==> config.mk <==
export PLATFORM = sky130hd
export DESIGN_NAME = uart_host_ctrl
export DESIGN_NICKNAME = d
export VERILOG_FILES = /design/src/rtl/uhc_pkg.sv /design/src/rtl/uhc_bus_decode.sv /design/src/rtl/uhc_ctrl_regs.sv /design/src/rtl/uhc_irq.sv /design/src/rtl/uart_host_ctrl.sv
export SDC_FILE = /design/constraint.sdc
export NUM_CORES = 1
export LEC_CHECK = 0
export CAP_MARGIN = 15
export CORE_MARGIN = 3
export CORE_UTILIZATION = 65
export DETAILED_ROUTE_END_ITERATION = 12
export DONT_BUFFER_PORTS = 1
export PLACE_DENSITY = 0.81
export SYNTH_ARGS = -nofsm -noshare
export SYNTH_HDL_FRONTEND = slang
export SYNTH_HIERARCHICAL = 1
export SYNTH_SLANG_ARGS = --single-unit
==> constraint.sdc <==
create_clock -name clk -period 4.9 [get_ports clk]
set_clock_uncertainty 0.1 [all_clocks]
set_input_delay 0.245 -clock clk [delete_from_list [all_inputs] [get_ports clk]]
set_output_delay 0.245 -clock clk [all_outputs]
set_load 0.01 [all_outputs]
==> src/rtl/uhc_pkg.sv <==
// Package: shared types and field positions for the UART host control block.
// Assumes an 8-bit status byte; bit positions are fixed by the host protocol.
package uhc_pkg;

    // One-clock access pulses produced by the bus decoder.
    typedef struct packed {
        logic wr_data;
        logic wr_cmd;
        logic rd_data;
        logic rd_stat;
    } uhc_acc_t;

    // Status byte bit positions.
    localparam int ST_RX_AVAIL = 0;
    localparam int ST_TX_ROOM  = 1;
    localparam int ST_RX_FULL  = 2;
    localparam int ST_TX_EMPTY = 3;
    localparam int ST_BLK_DONE = 4;
    localparam int ST_OVR      = 5;
    localparam int ST_UND      = 6;
    localparam int ST_CTS      = 7;

    // Transmit-control register payload bits.
    localparam int TC_TXEN = 0;
    localparam int TC_RTS  = 3;

    // Port-control register payload bits.
    localparam int PC_A_LVL  = 0;
    localparam int PC_B_PKT  = 1;
    localparam int PC_IRQ_HI = 2;
    localparam int PC_B_LVL  = 3;

    // Payload bits actually consumed by the bank.
    localparam int PAY_USED = 4;

endpackage

==> src/rtl/uhc_bus_decode.sv <==
// Module: bus decoder. Samples the select and strobes on clk and emits one
// access pulse on the first clock a strobe is seen active while selected.
// Assumes strobes stay low for at least one clock; a write strobe masks a
// simultaneous read strobe.
module uhc_bus_decode
    import uhc_pkg::*;
(
    input  logic     clk,
    input  logic     rst_n,
    input  logic     cs_n,
    input  logic     rd_n,
    input  logic     wr_n,
    input  logic     cmd_sel,
    output uhc_acc_t acc,
    output logic     drive_en
);

    localparam int NSTB = 2;   // index 0: write, index 1: read

    logic [NSTB-1:0] act;
    logic [NSTB-1:0] act_q;
    logic [NSTB-1:0] start;

    // Active levels of each strobe qualified by select.
    always_comb begin
        act[0] = ~cs_n & ~wr_n;
        act[1] = ~cs_n & ~rd_n & wr_n;
    end

    // Per-strobe history and leading-edge detection.
    for (genvar g = 0; g < NSTB; g++) begin : g_stb
        // Remember last sampled activity of this strobe.
        always_ff @(posedge clk) begin
            if (!rst_n) act_q[g] <= 1'b0;
            else        act_q[g] <= act[g];
        end
        assign start[g] = act[g] & ~act_q[g];
    end

    // Split leading edges by command/data select.
    always_comb begin
        acc.wr_data = start[0] & ~cmd_sel;
        acc.wr_cmd  = start[0] &  cmd_sel;
        acc.rd_data = start[1] & ~cmd_sel;
        acc.rd_stat = start[1] &  cmd_sel;
    end

    assign drive_en = act[1];

endmodule

==> src/rtl/uhc_ctrl_regs.sv <==
// Module: command register bank. A command byte carries the index in its top
// IDX_W bits and the payload below. Only the transmit-control and port-control
// indices hold state; other indices are accepted and leave outputs unchanged.
// Assumes the caller supplies only the payload bits that are consumed.
module uhc_ctrl_regs
    import uhc_pkg::*;
#(
    parameter int IDX_W    = 3,
    parameter int TX_IDX   = 4,
    parameter int PORT_IDX = 6
) (
    input  logic                clk,
    input  logic                rst_n,
    input  logic                we,
    input  logic [IDX_W-1:0]    idx,
    input  logic [PAY_USED-1:0] pay,
    output logic                tx_en,
    output logic                rts_req,
    output logic                a_lvl,
    output logic                b_pkt,
    output logic                b_lvl,
    output logic                irq_hi
);

    localparam int NBANK = 2;   // 0: transmit control, 1: port control
    localparam logic [IDX_W-1:0] TX_SEL   = IDX_W'(TX_IDX);
    localparam logic [IDX_W-1:0] PORT_SEL = IDX_W'(PORT_IDX);

    logic [NBANK-1:0]               hit;
    logic [NBANK-1:0][PAY_USED-1:0] bank_q;

    // Index match per stored register.
    always_comb begin
        hit[0] = we & (idx == TX_SEL);
        hit[1] = we & (idx == PORT_SEL);
    end

    // One payload register per stored index.
    for (genvar g = 0; g < NBANK; g++) begin : g_reg
        // Load payload on a matching command write; master reset clears it.
        always_ff @(posedge clk) begin
            if (!rst_n)      bank_q[g] <= '0;
            else if (hit[g]) bank_q[g] <= pay;
        end
    end

    // Field extraction.
    always_comb begin
        tx_en   = bank_q[0][TC_TXEN];
        rts_req = bank_q[0][TC_RTS];
        a_lvl   = bank_q[1][PC_A_LVL];
        b_pkt   = bank_q[1][PC_B_PKT];
        b_lvl   = bank_q[1][PC_B_LVL];
        irq_hi  = bank_q[1][PC_IRQ_HI];
    end

    // Transmit-control bits 1 and 2 are stored but drive nothing here.
    logic unused_tc;
    assign unused_tc = ^bank_q[0][2:1];

endmodule

==> src/rtl/uhc_irq.sv <==
// Module: interrupt output stage. Registers the merged request with the
// selected polarity so the pin never glitches. Reset leaves it at the idle
// level of the reset polarity (active low, so high).
module uhc_irq (
    input  logic clk,
    input  logic rst_n,
    input  logic raw,
    input  logic active_high,
    output logic irq
);

    // Apply polarity and register.
    always_ff @(posedge clk) begin
        if (!rst_n) irq <= 1'b1;
        else        irq <= active_high ? raw : ~raw;
    end

endmodule

==> src/rtl/uart_host_ctrl.sv <==
// Module: UART host command and control interface (top). Decodes host bus
// accesses, routes data to/from the FIFO ports, keeps sticky error bits,
// drives handshake and port outputs and the interrupt.
// Assumes synchronous host strobes and FIFO flags valid on each clock.
module uart_host_ctrl
    import uhc_pkg::*;
#(
    parameter int DW       = 8,
    parameter int IDX_W    = 3,
    parameter int TX_IDX   = 4,
    parameter int PORT_IDX = 6
) (
    input  logic          clk,
    input  logic          rst_n,
    input  logic          cs_n,
    input  logic          rd_n,
    input  logic          wr_n,
    input  logic          cmd_sel,
    input  logic [DW-1:0] din,
    output logic [DW-1:0] dout,
    output logic          dout_en,
    output logic [DW-1:0] tx_wdata,
    output logic          tx_push,
    input  logic          tx_full,
    input  logic          tx_empty,
    input  logic [DW-1:0] rx_data,
    output logic          rx_pop,
    input  logic          rx_empty,
    input  logic          rx_full,
    input  logic          blk_done,
    input  logic          pkt_done,
    input  logic          cts_n,
    output logic          tx_allow,
    output logic          rts_n,
    output logic          port_a,
    output logic          port_b,
    output logic          irq
);

    localparam int IDX_LSB = DW - IDX_W;

    uhc_acc_t      acc;
    logic          tx_en, rts_req, a_lvl, b_pkt, b_lvl;
    logic          irq_pol;
    logic          irq_raw;
    logic          ovr_q, und_q;
    logic [DW-1:0] rdata_q;
    logic [DW-1:0] status_w;
    logic          push_ok, read_empty;

    uhc_bus_decode u_dec (
        .clk      (clk),
        .rst_n    (rst_n),
        .cs_n     (cs_n),
        .rd_n     (rd_n),
        .wr_n     (wr_n),
        .cmd_sel  (cmd_sel),
        .acc      (acc),
        .drive_en (dout_en)
    );

    uhc_ctrl_regs #(
        .IDX_W    (IDX_W),
        .TX_IDX   (TX_IDX),
        .PORT_IDX (PORT_IDX)
    ) u_regs (
        .clk     (clk),
        .rst_n   (rst_n),
        .we      (acc.wr_cmd),
        .idx     (din[DW-1:IDX_LSB]),
        .pay     (din[PAY_USED-1:0]),
        .tx_en   (tx_en),
        .rts_req (rts_req),
        .a_lvl   (a_lvl),
        .b_pkt   (b_pkt),
        .b_lvl   (b_lvl),
        .irq_hi  (irq_pol)
    );

    assign irq_raw = rx_full | tx_empty | blk_done;

    uhc_irq u_irq (
        .clk         (clk),
        .rst_n       (rst_n),
        .raw         (irq_raw),
        .active_high (irq_pol),
        .irq         (irq)
    );

    // Status byte assembly from live flags and sticky bits.
    always_comb begin
        status_w              = '0;
        status_w[ST_RX_AVAIL] = ~rx_empty;
        status_w[ST_TX_ROOM]  = ~tx_full;
        status_w[ST_RX_FULL]  = rx_full;
        status_w[ST_TX_EMPTY] = tx_empty;
        status_w[ST_BLK_DONE] = blk_done;
        status_w[ST_OVR]      = ovr_q;
        status_w[ST_UND]      = und_q;
        status_w[ST_CTS]      = ~cts_n;
    end

    assign push_ok    = acc.wr_data & ~tx_full;
    assign read_empty = acc.rd_data & rx_empty;

    // Transmit path: register the byte and a one-clock push.
    always_ff @(posedge clk) begin
        if (!rst_n) begin
            tx_push  <= 1'b0;
            tx_wdata <= '0;
        end else begin
            tx_push <= push_ok;
            if (push_ok) tx_wdata <= din;
        end
    end

    // Read path: capture FIFO head, zero or status; pop only when not empty.
    always_ff @(posedge clk) begin
        if (!rst_n) begin
            rdata_q <= '0;
            rx_pop  <= 1'b0;
        end else begin
            rx_pop <= acc.rd_data & ~rx_empty;
            if (acc.rd_data)      rdata_q <= rx_empty ? '0 : rx_data;
            else if (acc.rd_stat) rdata_q <= status_w;
        end
    end

    // Sticky error bits: set on dropped access, cleared by status read.
    always_ff @(posedge clk) begin
        if (!rst_n) begin
            ovr_q <= 1'b0;
            und_q <= 1'b0;
        end else if (acc.rd_stat) begin
            ovr_q <= 1'b0;
            und_q <= 1'b0;
        end else begin
            if (acc.wr_data & tx_full) ovr_q <= 1'b1;
            if (read_empty)            und_q <= 1'b1;
        end
    end

    // Pin outputs derived from the command registers.
    always_comb begin
        dout     = rdata_q;
        tx_allow = tx_en & ~cts_n;
        rts_n    = ~rts_req;
        port_a   = a_lvl;
        port_b   = b_pkt ? pkt_done : b_lvl;
    end

endmodule

# ---- After elaboration in Yosys (flattened, before gate mapping)
# Index checks and enable logic that the tools add are counted.
dict set report totals {
  in_bits 29
  mem_bits_ro 0
  ff_bits 31
  latch_bits 0
  memories 0
  mem_bits_rw 0
}
dict set report classes {
  n_eq_ne 2
  addsub 0
  shifts 0
  n_reduce_logical 2
  n_bitwise 30
  n_mul 0
  div 0
  n_mux 5
  n_lt_le_gt_ge 0
}
# cell count
set ops {}
lappend ops {{$mux 8} 3}
lappend ops {{$and 1x1->1} 16}
lappend ops {{$not 1->1} 12}
lappend ops {{$eq 3x3->1 const B} 2}
lappend ops {{$mux 1} 2}
lappend ops {{$or 1x1->1} 2}
lappend ops {{$reduce_bool 2->1} 1}
lappend ops {{$reduce_or 2->1} 1}

# ---- Depth between registers and ports, before layout
dict set report depth {
  depth_word 7
  depth_mapped 6
  depth_no_buf 5
}

# ---- Hierarchy
# The synthesis kept the hierarchy.
# module instances seq_area_each_um2 area_each_um2 cells_each
set by_module_without_submodules {}
lappend by_module_without_submodules {uart_host_ctrl 1 400.4 887.1 94}
lappend by_module_without_submodules {uhc_ctrl_regs 1 120.1 250.2 25}
lappend by_module_without_submodules {uhc_bus_decode 1 40.0 93.8 10}
lappend by_module_without_submodules {uhc_irq 1 20.0 32.5 3}

# ---- Worst setup path after synthesis
# No wires, ideal clock.
dict set report synth_timing {
  path_type {input-to-reg}
  from {in cs_n}
  to {reg rdata_q[0] (netlist: dout[0])}
  n_path_buf 1
  stages 5
  arrival_time_ns 1.562
  path_slack_ns 3.113
  path_cell_list {or3b_1 -> nor3_1 -> buf_6 -> mux2i_1 -> o32ai_1}
}
# item line_no
set synth_rtl {}
lappend synth_rtl {{start, declared} uart_host_ctrl.sv:15} ;# input logic cs_n,
lappend synth_rtl {{end signal, assigned} uart_host_ctrl.sv:124} ;# if (acc.rd_data) rdata_q <= rx_empty ? '0 : rx_data;
lappend synth_rtl {{end signal, assigned} uart_host_ctrl.sv:125} ;# else if (acc.rd_stat) rdata_q <= status_w;
lappend synth_rtl {{end, declared} uart_host_ctrl.sv:47} ;# logic [DW-1:0] rdata_q;

# ---- Worst setup path after layout
dict set report layout_timing {
  from {in rst_n}
  to {reg u_dec.act_q[0]}
}
# item line_no
set layout_rtl {}
lappend layout_rtl {{start, declared} uart_host_ctrl.sv:14} ;# input logic rst_n,
lappend layout_rtl {{end signal, assigned by index} uhc_bus_decode.sv:35} ;# else act_q[g] <= act[g];
lappend layout_rtl {{end, declared} uhc_bus_decode.sv:21} ;# logic [NSTB-1:0] act_q;
# No word-level cell between the ends.

==> impl_metrics.yaml <==
status:
  status: "complete, no violations"
clock_network:
  cts_buffers: 5
  clock_latency_ps: 330
  clk_pin_slew_worst_paths_ps: 100
  cts_tree: "yes"
  post_cts_buffers: 0
  htreeDepth: 2
  clock_sinks: 29
  cts_max_path_buffers: 2
  cts_resized: 0
  cts_hold_buf: 15
  root_buffer: "clkbuf_4"
critical_path:
  start_kind: "input pin"
  r2r_slack_ps: 3030
  cpMaxStageDelayCell: "dlygate4sd3_1"
  max_stage_delay_ps: 1160
  end_kind: "register"
  cp_max_fo: 29
  arrival_ps: 2250
  crit_type: "in2reg"
  reg2regPathDepth: 4
  cp_cell_sequence: "dlygate4sd3_1 > nor3b_1 > dlygate4sd3_1"
  critPathLaunch: "rst_n"
  cp_data_required_time_ps: 5080
  critPathCapture: "u_dec/act_q[0]$_SDFF_PN0_"
  r2r-start: "u_dec/act_q[0]$_SDFF_PN0_"
  crit_top_cell: "dlygate4sd3_1"
  r2r_end: "tx_wdata[7]$_SDFFE_PN0P_"
hold_path:
  hold_path_class: "in2reg"
timing:
  slew_headroom: 0.3610
  rsz0062_at_grt: "false"
  period_needed_ps: 2066
  worst_pin_slew_ps: 955.3
  hold_ws_ps: 11.34
  setup_tns_ps: 0
  finalHoldViolCount: 0
  setup_viol: 0
  slew_viol_final: 0
  clock.fmax_ghz: 0.4840
  finalCritPeriodShare: 0.4216
detailed_routing:
  drt-total-wl_um: 2862
  drt_iter0_markers: 11
  final_antenna_net_count: 0
  drc: 0
  num_vias: 992
  vias_per_cell: 5.636
  wl_per_cell_um: 16.26
  drtPass1Iterations: 6
synthesis:
  netlist_area_mm2: 0.001264
  synth_nets: 161
  async_flop_share: 0
  syn_inst: 132
  syn_avg_cell_area_um2: 9.574
  yosys_warnings: 6
  synth_edf_count: 0
  yosysSeqAreaShare: 0.4594
  ys_seq_elements: 29
  synth.distinct_cells: 33
  synthFlopType: "dfxtp_1"
die:
  io_pins: 53
  die-area_mm2: 0.002509
  initial_core_util: 0.7088
  core_area_mm2: 0.001783
  die_y_um: 50.09
  chipWidth_um: 50.09
  rows: 15
global_routing:
  grt_overflow: 0
  antenna_found_initial: 0
  grt_max_degree: 30
  grt_pass1_wl_um: 4698
  grt_usage: 0.2509
  grt_pass1_vias: 1096
finish:
  areaGrowthSynthToFinish_pct: 18.81
  final_common_cell: "dfxtp_1"
  mostFrequentLayoutCells: "dfxtp_1 (29), nand2_1 (27), dlygate4sd3_1 (15)"
  nNetsFinal: 179
  antenna_cells: 0
  drive_above_1_share: 0.1391
power:
  vdd_ir_drop_max_mv: 0.2294
  p_per_area_mw_per_mm2: 326.0
  p_leak_nw: 0.5727
placed_design:
  dpl.hpwl_um: 1786
  finalWeightedCongestion: 0.7145
  io_buffer_count: 0
job:
  max-cap-violations: 0
## worst min-delay path by stage
stage,from,to,slack [ps],cells after the start
floorplan,rst_n,u_irq/irq$_SDFF_PN1_,210,1
global placement,cs_n,u_dec/act_q[0]$_SDFF_PN0_,220,1
detailed placement,rst_n,u_irq/irq$_SDFF_PN1_,220,1
CTS,rx_data[0],dout[0]$_SDFFE_PN0P_,10,2
global route,rx_data[0],dout[0]$_SDFFE_PN0P_,20,2
finish,rx_data[0],dout[0]$_SDFFE_PN0P_,10,2
## cell usage after synthesis (2+ instances only)
library cell  instances  area share
o21ai_1               4       0.016
a21boi_2              5       0.045
clkbuf_2              2      0.0079
nor3b_1               2       0.012
a21boi_0              3       0.018
and2_1                7       0.035
buf_6                 2       0.018
nor2b_1               3       0.015
buf_4                 2       0.012
a21oi_1               4       0.016
a22o_1                2       0.014
nand2_1              27       0.080
mux2i_1              12       0.095
nor2_1                4       0.012
inv_1                 3      0.0089
nand3b_1              5       0.030
dfxtp_1              29        0.46
## per-layer routing
layer	GRT usage	share of wire	up-vias
met5	0	0	-
met4	0.1060	0.021	0
met3	0.09970	0.098	8
met2	0.4196	0.46	48
met1	0.2782	0.42	453
li1	-	-	483
## final cells by class
| cell class | instances | area, um^2 |
|---|---|---|
| Clock buffer | 6 | 51.30 |
| Fill cell | 111 | 281.5 |
| Sequential cell | 29 | 580.6 |
| Timing Repair Buffer | 17 | 165.2 |
| Inverter | 3 | 11.26 |
| Tap cell | 25 | 31.28 |
| Multi-Input combinational cell | 94 | 624.3 |
| Clock inverter | 2 | 37.54 |
## worst max-delay path, delay by kind of cell
family / cells / cell delay, ps
buf+inv: 2 / 1720
simple gates: 1 / 270
## where the power goes
group          total, mW  switching [mW]  leakage [nW]  internal, mW
Clock              0.208          0.0869        0.0445         0.121
Combinational     0.0352          0.0160         0.293        0.0193
Sequential         0.246         0.00509         0.235         0.241
Total              0.489           0.108         0.573         0.381
## logic make-up (layout without fill, tap and decap cells)
group	Yosys count	after routing	synth area share
AOI/OAI and AO/OA	20	20	0.1188
buffers and inverters	9	28	0.04653
xor gates and xnor gates	1	1	0.006932
muxes	13	13	0.1040
DFF	29	29	0.4594
and+or+nand+nor	60	60	0.2644
## through the flow
step | total power [mW] | util | std cells | cell area (um^2) | worst slack [ps]
detailed placement | 0.2726 | 0.7081 | 153 | 1262 | 3132
CTS | 0.4905 | 0.8421 | 176 | 1501 | 2848
floorplan | 0.2716 | - | 132 | 1264 | 3113
global route | 0.5044 | 0.8421 | 176 | 1501 | 2732
global placement | 0.2714 | 0.7081 | 153 | 1262 | 3223
finish | 0.4894 | 0.8421 | 176 | 1501 | 2834
## registers in the layout (all words and copies together) (netlist names)
signal          cells
dout                8
ovr_q               1
rx_pop              1
tx_push             1
tx_wdata            8
u_dec/act_q         2
u_irq/irq           1
u_regs/a_lvl        1
u_regs/b_lvl        1
u_regs/b_pkt        1
u_regs/irq_hi       1
u_regs/rts_req      1
u_regs/tx_en        1
und_q               1
(Power assumes the default switching activity.)
